`config.mk`:
```
export PLATFORM = sky130hd
export DESIGN_NAME = dmahs_seq
export DESIGN_NICKNAME = d
export VERILOG_FILES = /design/src/rtl/dmahs_pkg.sv /design/src/rtl/dmahs_term_track.sv /design/src/rtl/dmahs_strobe_dec.sv /design/src/rtl/dmahs_seq.sv
export SDC_FILE = /design/constraint.sdc
export NUM_CORES = 1
export LEC_CHECK = 0
export ABC_AREA = 1
export BUFFER_PORTS_ARGS = -buffer_cell sky130_fd_sc_hd__clkbuf_2
export CAP_MARGIN = 20
export CELL_PAD_IN_SITES_DETAIL_PLACEMENT = 1
export CELL_PAD_IN_SITES_GLOBAL_PLACEMENT = 1
export CORE_AREA = 5 5 42 44
export DETAILED_ROUTE_END_ITERATION = 8
export DIE_AREA = 0 0 47 49
export PLACE_DENSITY = 0.73
export SLEW_MARGIN = 20
export SYNTH_ARGS = -nofsm -noshare
export SYNTH_HDL_FRONTEND = slang
export SYNTH_SLANG_ARGS = --single-unit
export TNS_END_PERCENT = 20
```
`constraint.sdc`:
```
create_clock -name clk -period 1.4 [get_ports clk]
set_input_delay 0 -clock clk [delete_from_list [all_inputs] [get_ports clk]]
set_output_delay 0 -clock clk [all_outputs]
set_load 0.005 [all_outputs]
```
`src/rtl/dmahs_pkg.sv`:
```
package dmahs_pkg;

    typedef enum logic [1:0] {
        ST_IDLE = 2'd0,
        ST_RUN  = 2'd1,
        ST_TAIL = 2'd2
    } seq_state_t;

    typedef struct packed {
        logic rd;
        logic rdy_en;
        logic dly_ack;
    } cyc_cfg_t;

endpackage

```
`src/rtl/dmahs_term_track.sv`:
```
module dmahs_term_track (
    input  logic clk,
    input  logic rst_n,
    input  logic clear,
    input  logic sample,
    input  logic rdy_en,
    input  logic mem_ack_n,
    input  logic dev_rdy_n,
    output logic mem_seen,
    output logic rdy_seen,
    output logic all_now
);
    logic mem_q, rdy_q;
    logic mem_now, rdy_now;

    // A source is recognized from the first sample taken low; once seen it stays seen.
    always_comb begin
        mem_now = mem_q || !mem_ack_n;
        rdy_now = !rdy_en || rdy_q || !dev_rdy_n;
        all_now = mem_now && rdy_now;
    end

    always_ff @(posedge clk or negedge rst_n) begin
        if (!rst_n) begin
            mem_q <= 1'b0;
            rdy_q <= 1'b0;
        end else if (clear) begin
            mem_q <= 1'b0;
            rdy_q <= 1'b0;
        end else if (sample) begin
            mem_q <= mem_now;
            rdy_q <= rdy_now;
        end
    end

    assign mem_seen = mem_q;
    assign rdy_seen = rdy_q;
endmodule

```
`src/rtl/dmahs_strobe_dec.sv`:
```
module dmahs_strobe_dec
    import dmahs_pkg::*;
#(
    parameter int CNT_W = 2
) (
    input  seq_state_t       state,
    input  cyc_cfg_t         cfg,
    input  logic             first,
    input  logic             mem_seen,
    input  logic             rdy_seen,
    input  logic [CNT_W-1:0] tail_cnt,
    output logic             as_on,
    output logic             ds_on,
    output logic             we_on,
    output logic             dack_on,
    output logic             done_on
);
    logic active;
    logic wr_ok;

    always_comb begin
        active  = (state != ST_IDLE);
        // Write data must be valid before memory is strobed: skip clock 1, and wait for ready if enabled.
        wr_ok   = !first && (!cfg.rdy_en || rdy_seen);
        as_on   = active;
        ds_on   = active && (cfg.rd || wr_ok);
        we_on   = active && !cfg.rd && wr_ok;
        dack_on = active && (!(cfg.rd && cfg.dly_ack) || mem_seen);
        done_on = (state == ST_TAIL) && (tail_cnt == '0);
    end
endmodule

```
`src/rtl/dmahs_seq.sv`:
```
module dmahs_seq
    import dmahs_pkg::*;
#(
    parameter int TAIL_CLKS = 2
) (
    input  logic clk,
    input  logic rst_n,
    input  logic start,
    input  logic rd_nwr,
    input  logic rdy_en,
    input  logic dly_ack_en,
    input  logic mem_ack_n,
    input  logic dev_rdy_n,
    output logic addr_stb_n,
    output logic data_stb_n,
    output logic wr_en_hi_n,
    output logic wr_en_lo_n,
    output logic dev_ack_n,
    output logic xfer_done
);
    localparam int CNT_W = (TAIL_CLKS < 2) ? 1 : $clog2(TAIL_CLKS);
    localparam logic [CNT_W-1:0] TAIL_LOAD = CNT_W'(TAIL_CLKS - 1);

    seq_state_t       state_q, state_d;
    cyc_cfg_t         cfg_q;
    logic             first_q;
    logic [CNT_W-1:0] cnt_q;
    logic             accept;
    logic             mem_seen, rdy_seen, all_now;
    logic             as_on, ds_on, we_on, dack_on, done_on;
    logic             cur_rd, cur_rdy_en, cur_dly;

    assign accept = (state_q == ST_IDLE) && start;

    // Next-state logic
    always_comb begin
        state_d = state_q;
        unique case (state_q)
            ST_IDLE: if (start)          state_d = ST_RUN;
            ST_RUN:  if (all_now)        state_d = ST_TAIL;
            ST_TAIL: if (cnt_q == '0)    state_d = ST_IDLE;
            default:                     state_d = ST_IDLE;
        endcase
    end

    // State register with cycle context
    always_ff @(posedge clk or negedge rst_n) begin
        if (!rst_n) begin
            state_q <= ST_IDLE;
            cfg_q   <= '0;
            first_q <= 1'b0;
            cnt_q   <= '0;
        end else begin
            state_q <= state_d;
            first_q <= accept;
            if (accept) begin
                cfg_q <= '{rd: rd_nwr, rdy_en: rdy_en, dly_ack: dly_ack_en};
            end
            if (state_q == ST_RUN && all_now) begin
                cnt_q <= TAIL_LOAD;
            end else if (state_q == ST_TAIL && cnt_q != '0) begin
                cnt_q <= cnt_q - 1'b1;
            end
        end
    end

    dmahs_term_track i_track (
        .clk       (clk),
        .rst_n     (rst_n),
        .clear     (accept),
        .sample    (state_q == ST_RUN),
        .rdy_en    (cfg_q.rdy_en),
        .mem_ack_n (mem_ack_n),
        .dev_rdy_n (dev_rdy_n),
        .mem_seen  (mem_seen),
        .rdy_seen  (rdy_seen),
        .all_now   (all_now)
    );

    dmahs_strobe_dec #(.CNT_W(CNT_W)) i_dec (
        .state    (state_q),
        .cfg      (cfg_q),
        .first    (first_q),
        .mem_seen (mem_seen),
        .rdy_seen (rdy_seen),
        .tail_cnt (cnt_q),
        .as_on    (as_on),
        .ds_on    (ds_on),
        .we_on    (we_on),
        .dack_on  (dack_on),
        .done_on  (done_on)
    );

    // Output drive
    always_comb begin
        addr_stb_n = !as_on;
        data_stb_n = !ds_on;
        wr_en_hi_n = !we_on;
        wr_en_lo_n = !we_on;
        dev_ack_n  = !dack_on;
        xfer_done  = done_on;
    end

    assign cur_rd     = cfg_q.rd;
    assign cur_rdy_en = cfg_q.rdy_en;
    assign cur_dly    = cfg_q.dly_ack;
endmodule

```
# == After elaboration in Yosys (flattened, before gate mapping) ==
# Cells that the tools add are included.
# word_totals
ff_bits,9
output_inout_bits,6
# classes
addsub,1
n_eq_ne,5
mux,10
bitwise_logic,1
n_reduce_logical,31
# ops
operator,n
$logic_and A1 B1 Y1,11
$logic_not A1 Y1,10
$mux W1,6
$mux W2,3
$ne A2 B2 Y1 const B,3
$pmux W2 S3,1
$reduce_bool A2 Y1,3
$logic_or A1 B1 Y1,5
$reduce_and A3 Y1,1
$eq A2 B1 Y1 const B,1
$eq A2 B2 Y1 const B,1
$logic_not A2 Y1,1
$not A1 Y1,1
$sub A1 B1 Y1 const B,1

# == Logic depth before layout (Yosys ltp) ==
# Gate-level depths: netlist of run 1.
# depth
ltp_word,6
depth_mapped,5
mapped_depth_nobuf,5

# == Hierarchy ==
# Synthesis of run 1 repeated with hierarchy kept, for this count alone.
# hier_totals
cells_unflattened,62
area_unflattened_um2,467.9
# modules_own_cells
mod,n_inst,cells_per_inst,area_each_um2
dmahs_seq,1,34,291.5
dmahs_term_track,1,12,92.6
dmahs_strobe_dec,1,16,83.8

# == Least setup slack after synthesis of run 1 ==
# Ideal clock, no wire load.
# synth_timing
path_type,register to register
from,register state_q[0]
to,"register i_track.rdy_q, in the netlist i_track.rdy_seen"
arrival_time_ns,0.738
slack_ns,0.545
path_stages_with_launch,5
n_path_buf,0
synth_period_minus_slack_ns,0.855
cell_sequence,dfrtp_1 -> nor2_4 -> nand2_4 -> nand3_1 -> nand2_1
# synth_via
elab_chain_cells,3
elab_cells_between_ends,5
# synth_rtl
element,line_no,source
"start, declared",dmahs_seq.sv:24,"seq_state_t state_q, state_d;"
"start signal, assigned",dmahs_seq.sv:54,state_q <= state_d;
$logic_not A2 Y1,dmahs_seq.sv:33,assign accept = (state_q == ST_IDLE) && start;
$logic_and A1 B1 Y1,dmahs_seq.sv:33,
$mux W1 or $reduce_bool A2 Y1 (tied branches),--,
"end signal, assigned",dmahs_term_track.sv:32,rdy_q <= rdy_now;
"end, declared",dmahs_term_track.sv:13,"logic mem_q, rdy_q;"
# Parallel ways exist; a longest one is shown, timed or not.
# A chain may end at the register's enable or synchronous reset.

# == Final worst setup path of run 1 ==
# layout_timing
from,register state_q[0]
to,output port wr_en_lo_n
# layout_via
elab_chain_cells,4
# layout_rtl
element,line_no,source
$reduce_bool A2 Y1,dmahs_strobe_dec.sv:22,active = (state != ST_IDLE);
$logic_and A1 B1 Y1 (2 in a row),dmahs_strobe_dec.sv:27,we_on = active && !cfg.rd && wr_ok;
$logic_not A1 Y1,dmahs_seq.sv:99,wr_en_lo_n = !we_on;
"end, declared",dmahs_seq.sv:17,"output logic wr_en_lo_n,"
# Every way passes these cells.

==> metrics.csv, run 1 <==
metric,value,unit
status,finished clean,
synth_area,434,um^2
clk_pin_slew,0.06,ns
reg2reg_from,state_q[0]$_DFFE_PN0P_,
nets,85,
fp.dieArea,2300,um^2
max_freq,0.868,GHz
start_kind,flip-flop,
path_buf_inv,2,
holdPathStages,3,
grtUsageTotal,10.6,%
fin_tns_setup,0,ns
rsz0062_at_grt,no,
yosys_warnings,0,
overflow,0,
path_class,flip-flop to output port,
fill_cells,197,
area_growth,33.1,%
slowest_delay,0.42,ns
hold_path.class,primary input to flip-flop,
routed_via_density,4.49,
met1_usage,13.6,%
synth.distinct_cells,11,
syn_avg_cell_area,7.75,um^2
r2r-end,cur_rd$_DFFE_PN0P_,
leakagePower,0.344,nW
r2r_slack,0.47,ns
clock_latency,0.26,ns
dr.pass1.iters,4,
tightestPinTransition,0.241,ns
clock_skew,0.00212,ns
antenna_cells,0,
antenna_found_initial,0,
post_drt_wl_per_cell,11.0,um
hold_slack,0.0185,ns
path_delay_family,flip-flops,
busiest_layer,met2,
layout_min_cycle_time,1.15,ns
critPathSlowestCell,dfrtp_1,
gp_congestion,0.727,
slew_headroom,83.9,%
die_h,49,um
finalPower,1.20,mW
ys_ff_latch,9,
ff_latch_area,225,um^2
irDropWorstVdd,0.650,mV
dr.first_iter.drc_count,1,
synth_fp_nets,64,
routed_wl,1010,um
end_kind,output port,
synthCells,56,
worst-path-max-fanout,3,
rr_worst_depth,5,
drive_above_1_share,27.6,%
yosysSeqAreaShare,51.9,%
hold_start,start,
cts_max_level,1,
drv_cap,0,
cp_cell_sequence,"nor2_4, inv_1, nand4_1, clkbuf_2",
met2_usage,14.5,%
ant_nets,0,
cts_tree,built,
die_w,47,um
grt_pass1_vias,410,
port_buffers,13,
detailed_place_hpwl,789,um
post_cts_buffers,0,
numCtsBuffers,3,
drc,0,
ioPinCount,14,
coreArea,1400,um^2
fp-row-count,14,
finalSetupViolCount,0,
hold_viol,0,
vias,413,
cts_max_path_buffers,2,
initial_utilization,31.0,%
grt_max_degree,10,
grt_pass1_wl,1730,um
min_delay_worst_endpoint,state_q[0]$_DFFE_PN0P_,
cellPowerDensity,2080,nW/um^2
use_met3,2.58,%
multi_input_area,168,um^2
cts_root_buf,clkbuf_4,
crit_arrival,1.15,ns
final_util,41.3,%
critical_path_required,1.40,ns
finalCritPeriodShare,82.3,%
slew_viol_final,0,
cts.sinks,9,
==> worst min-delay path, stage by stage <==
cell and delay, ns:
clkbuf_2 0.11, nand2_4 0.08, nand2_1 0.07
==> stage by stage <==
stage                     area [um^2]  setup WS (ns)  std cells
after floorplan                   434          0.545         56
after global placement            512          0.515         84
after detailed placement          512          0.472         84
after CTS                         578          0.223         92
after global routing              578          0.155         92
final                             578          0.248         92
==> how the worst max path moves through the flow <==
stage	start	endpoint	slack, ns	depth (start not counted)
CTS	state_q[0]$_DFFE_PN0P_	wr_en_lo_n	0.22	4
global route	state_q[0]$_DFFE_PN0P_	wr_en_lo_n	0.15	4
floorplan	state_q[0]$_DFFE_PN0P_	i_track.rdy_seen$_DFFE_PN0P_	0.54	4
finish	state_q[0]$_DFFE_PN0P_	wr_en_lo_n	0.25	4
global placement	state_q[0]$_DFFE_PN0P_	cur_dly$_DFFE_PN0P_	0.52	5
detailed placement	state_q[0]$_DFFE_PN0P_	cur_rd$_DFFE_PN0P_	0.47	5
==> final cells by class <==
| type | count | area share [%] |
|---|---|---|
| Inverter | 9 | 5.84 |
| Timing Repair Buffer | 17 | 18.2 |
| Sequential cell | 9 | 39.0 |
| Clock buffer | 4 | 4.55 |
| Tap cell | 16 | 3.46 |
| Multi-Input combinational cell | 37 | 29.0 |
==> cell families (layout without fill, tap and decap cells) <==
kind of cell,after synthesis,in the layout,share of synthesized area [%]
buffers and inverters,10,30,9.51
DFF,9,9,51.9
and+or+nand+nor,37,37,38.6
==> cells in the final DEF (no fill, tap or decap) <==
cell type       n
clkbuf_1        1
clkbuf_2       13
clkbuf_4        3
dfrtp_1         9
dlygate4sd3_1   4
inv_1           7
inv_2           2
nand2_1        28
nand2_4         1
nand3_1         4
nand3_2         1
nand4_1         1
nor2_1          1
nor2_4          1
==> power by group <==
part           switching [mW]  internal [mW]
Combinational           0.310          0.215
Sequential             0.0924          0.382
Clock                  0.0945          0.110
==> cell usage after synthesis <==
master | count | share of area, %
nor2_4 | 1 | 2.6
inv_1 | 7 | 6.1
buf_4 | 1 | 1.7
nand2_4 | 1 | 2.6
inv_2 | 2 | 1.7
nand2_1 | 28 | 24
nor2_1 | 1 | 0.86
nand3_2 | 1 | 2.3
nand4_1 | 1 | 1.4
dfrtp_1 | 9 | 52
nand3_1 | 4 | 4.6
==> sequential cells by signal, indices dropped and copies added, names as in the netlist <==
| register | cells |
|---|---|
| cnt_q | 1 |
| cur_dly | 1 |
| cur_rd | 1 |
| cur_rdy_en | 1 |
| first_q | 1 |
| i_track.mem_seen | 1 |
| i_track.rdy_seen | 1 |
| state_q | 2 |
==> timing repair <==
item / 4_1_cts / 5_1_grt
gates resized for setup: 0 / 0
hold buffers: 4 / 0
endpoints found under the hold margin: 12 / 0
==> layer usage <==
metal / routed length [um] / vias up / part of all wire [%]
met1: 454 / 190 / 45
met5: 0 / - / 0
li1: - / 207 / -
met2: 458 / 11 / 45
met3: 59 / 5 / 5.8
met4: 38 / 0 / 3.8
No activity file was read; power rests on OpenSTA's default activity.
==> run 2: changes to the inputs <==
Settings changed: CORE_AREA 5 5 42 44 to not set, CORE_MARGIN set to 5, CORE_UTILIZATION set to 29, DIE_AREA 0 0 47 49 to not set, PLACE_DENSITY 0.73 to 0.69.
Clock period 1.4 ns to 1.01 ns, I/O delays scaled along.
==> run 2 against run 1 <==
Register-to-register slack got worse by 0.45 ns; first-iteration DRC count increased to 5.0 times the previous value; critical endpoint is now wr_en_hi_n; non-clock buffer count increased by 2; largest cell class unchanged; via count decreased by 0.24%; critical path depth unchanged; core utilization increased by 0.32 points; the flow now finishes with violations (setup timing).
==> metrics.csv, run 2 (synthesis results as in run 1) <==
metric,value,unit,change
routed_wl,999,um,was 1010 um
ioPinCount,14,,unchanged
finalSetupViolCount,6,,was 0
fin_tns_setup,-0.397,ns,was 0 ns
start_kind,flip-flop,,unchanged
ff_latch_area,225,um^2,unchanged
grtUsageTotal,10.0,%,was 10.6%
numCtsBuffers,3,,unchanged
ant_nets,0,,unchanged
grt_max_degree,10,,unchanged
cts_root_buf,clkbuf_4,,unchanged
initial_utilization,29.9,%,was 31.0%
p_seq_share,36.6,%,was 39.4%
met2_usage,13.0,%,was 14.5%
path_class,flip-flop to output port,,unchanged
detailed_place_hpwl,763,um,was 789 um
layout_common_cells,"26 x nand2_1, 9 x dfrtp_1, 9 x clkbuf_2, 5 x inv_1",,"was 28 x nand2_1, 13 x clkbuf_2, 9 x dfrtp_1, 7 x inv_1"
regMostFlops,state_q,,unchanged
use_met3,2.15,%,was 2.58%
dp_cells,84,,unchanged
hold_path.class,primary input to flip-flop,,unchanged
cts_max_path_buffers,2,,unchanged
multi_input_area,173,um^2,was 168 um^2
slew_headroom,85.1,%,was 83.9%
final_util,41.6,%,was 41.3%
hold_slack,0.0318,ns,was 0.0185 ns
rsz0062_at_grt,yes,,was no
clock_latency,0.26,ns,about the same
area_growth,39.2,%,was 33.1%
max_freq,0.907,GHz,
grt_pass1_wl,1770,um,was 1730 um
clockPowerShare,15.8,%,was 17.0%
drive_above_1_share,34.6,%,was 27.6%
crit_arrival,1.10,ns,was 1.15 ns
gp_congestion,0.701,,was 0.727
largest_reg_flops,2,,unchanged
cts_tree,built,,unchanged
fp-row-count,14,,unchanged
end_kind,output port,,unchanged
vias,412,,was 413
final_cells,94,,was 92
drc,0,,unchanged
dp_slack,0.0937,ns,was 0.472 ns
antenna_cells,0,,unchanged
fp.dieArea,2370,um^2,was 2300 um^2
die_w,48.7,um,was 47 um
fill_cells,191,,was 197
p_sw,725,uW,was 497 uW
critical_path_required,1.01,ns,was 1.40 ns
cellPowerDensity,2970,nW/um^2,was 2080 nW/um^2
grt_pass1_vias,411,,was 410
worst-path-max-fanout,3,,unchanged
clk_pin_slew,0.06,ns,about the same
finalCritPeriodShare,109,%,
violations,setup timing,,
met1_usage,12.1,%,was 13.6%
status,"finished, violations left",,was finished clean
hold_viol,0,,unchanged
post_drt_wl_per_cell,10.6,um,was 11.0 um
coreArea,1450,um^2,was 1400 um^2
leakagePower,0.352,nW,was 0.344 nW
combPwrFrac,47.7,%,was 43.6%
clock_skew,0.00266,ns,was 0.00212 ns
cts_max_level,1,,unchanged
slew_viol_final,0,,unchanged
die_h,48.7,um,was 49 um
setup_ws,-0.0920,ns,was 0.248 ns
irDropWorstVdd,0.914,mV,was 0.650 mV
antenna_found_initial,0,,unchanged
cts.sinks,9,,unchanged
drv_cap,0,,unchanged
dr.pass1.iters,4,,unchanged
mostFrequentLayoutCell,nand2_1,,unchanged
busiest_layer,met2,,unchanged
dr.first_iter.drc_count,5,,was 1
overflow,0,,unchanged
routed_via_density,4.38,,was 4.49
internal-power,1.07,mW,was 707 uW
port_buffers,13,,unchanged
swShare,40.4,%,was 41.3%
nets,87,,was 85
layout_min_cycle_time,1.10,ns,
tightestPinTransition,0.224,ns,was 0.241 ns
-- run 2: changes by cell type in the layout (fill, tap and decap cells not counted) --
cell	change
nand2_2	+2
buf_6	+1
inv_2	+2
buf_2	+3
inv_1	-2
nand2_1	-2
buf_4	+2
clkbuf_2	-4
-- run 2: worst paths after layout --
kind                                         from                      to  slack [ns]  cells past startpoint
setup / recovery           state_q[0]$_DFFE_PN0P_              wr_en_hi_n       -0.09                      4
hold / removal                              start  state_q[0]$_DFFE_PN0P_        0.03                      3
setup reg to reg           state_q[1]$_DFFE_PN0P_       cnt_q$_DFFE_PN0P_        0.02                      6
hold reg to reg               cur_dly$_DFFE_PN0P_     cur_dly$_DFFE_PN0P_        0.48                      2
max in group asynchronous                   rst_n  state_q[1]$_DFFE_PN0P_        0.70                      2
min in group asynchronous                   rst_n  cur_rdy_en$_DFFE_PN0P_        0.12                      2
-- run 2: power by group through the flow --
stage / clock (mW) / sequential, mW / combinational, mW
floorplan: 0 / 0.634 / 0.518
global placement: 0 / 0.657 / 0.714
detailed placement: 0 / 0.662 / 0.731
CTS: 0.292 / 0.648 / 0.782
global route: 0.312 / 0.680 / 0.982
finish: 0.283 / 0.656 / 0.855
-- run 2: through the flow --
| step | cell area (um^2) | total power, mW |
|---|---|---|
| 2_1_floorplan | 434 | 1.15 |
| 3_3_place_gp | 512 | 1.37 |
| 3_5_place_dp | 512 | 1.39 |
| 4_1_cts | 586 | 1.72 |
| 5_1_grt | 604 | 1.97 |
| 6_report | 604 | 1.79 |
-- run 2: cell type report --
cell class                      instances  area share [%]
Multi-Input combinational cell         37            28.6
Inverter                                9            5.59
Timing Repair Buffer                   19            20.9
Sequential cell                         9            37.3
Clock buffer                            4            4.35
Tap cell                               16            3.31
-- run 2: layer usage --
layer | part of all wire [%] | up-vias
li1 | - | 210
met1 | 46 | 184
met2 | 42 | 13
met3 | 6.7 | 5
met4 | 5.8 | 0
met5 | 0 | -
-- run 2: worst max-delay path, stage by stage, from the launching register on --
cell and delay (ns):
dfrtp_1 0.41, nor2_4 0.17, inv_2 0.06, nand4_1 0.08, buf_2 0.12
-- run 2: repair_timing --
| action | CTS | global route |
|---|---|---|
| endpoints found under the setup margin | 5 | 11 |
| setup buffers | 1 | 1 |
| pin swaps | 2 | 1 |
| cloned | 0 | 0 |
| gates resized for setup | 1 | 8 |
| hold buffers | 4 | 0 |
| endpoints found under the hold margin | 12 | 0 |
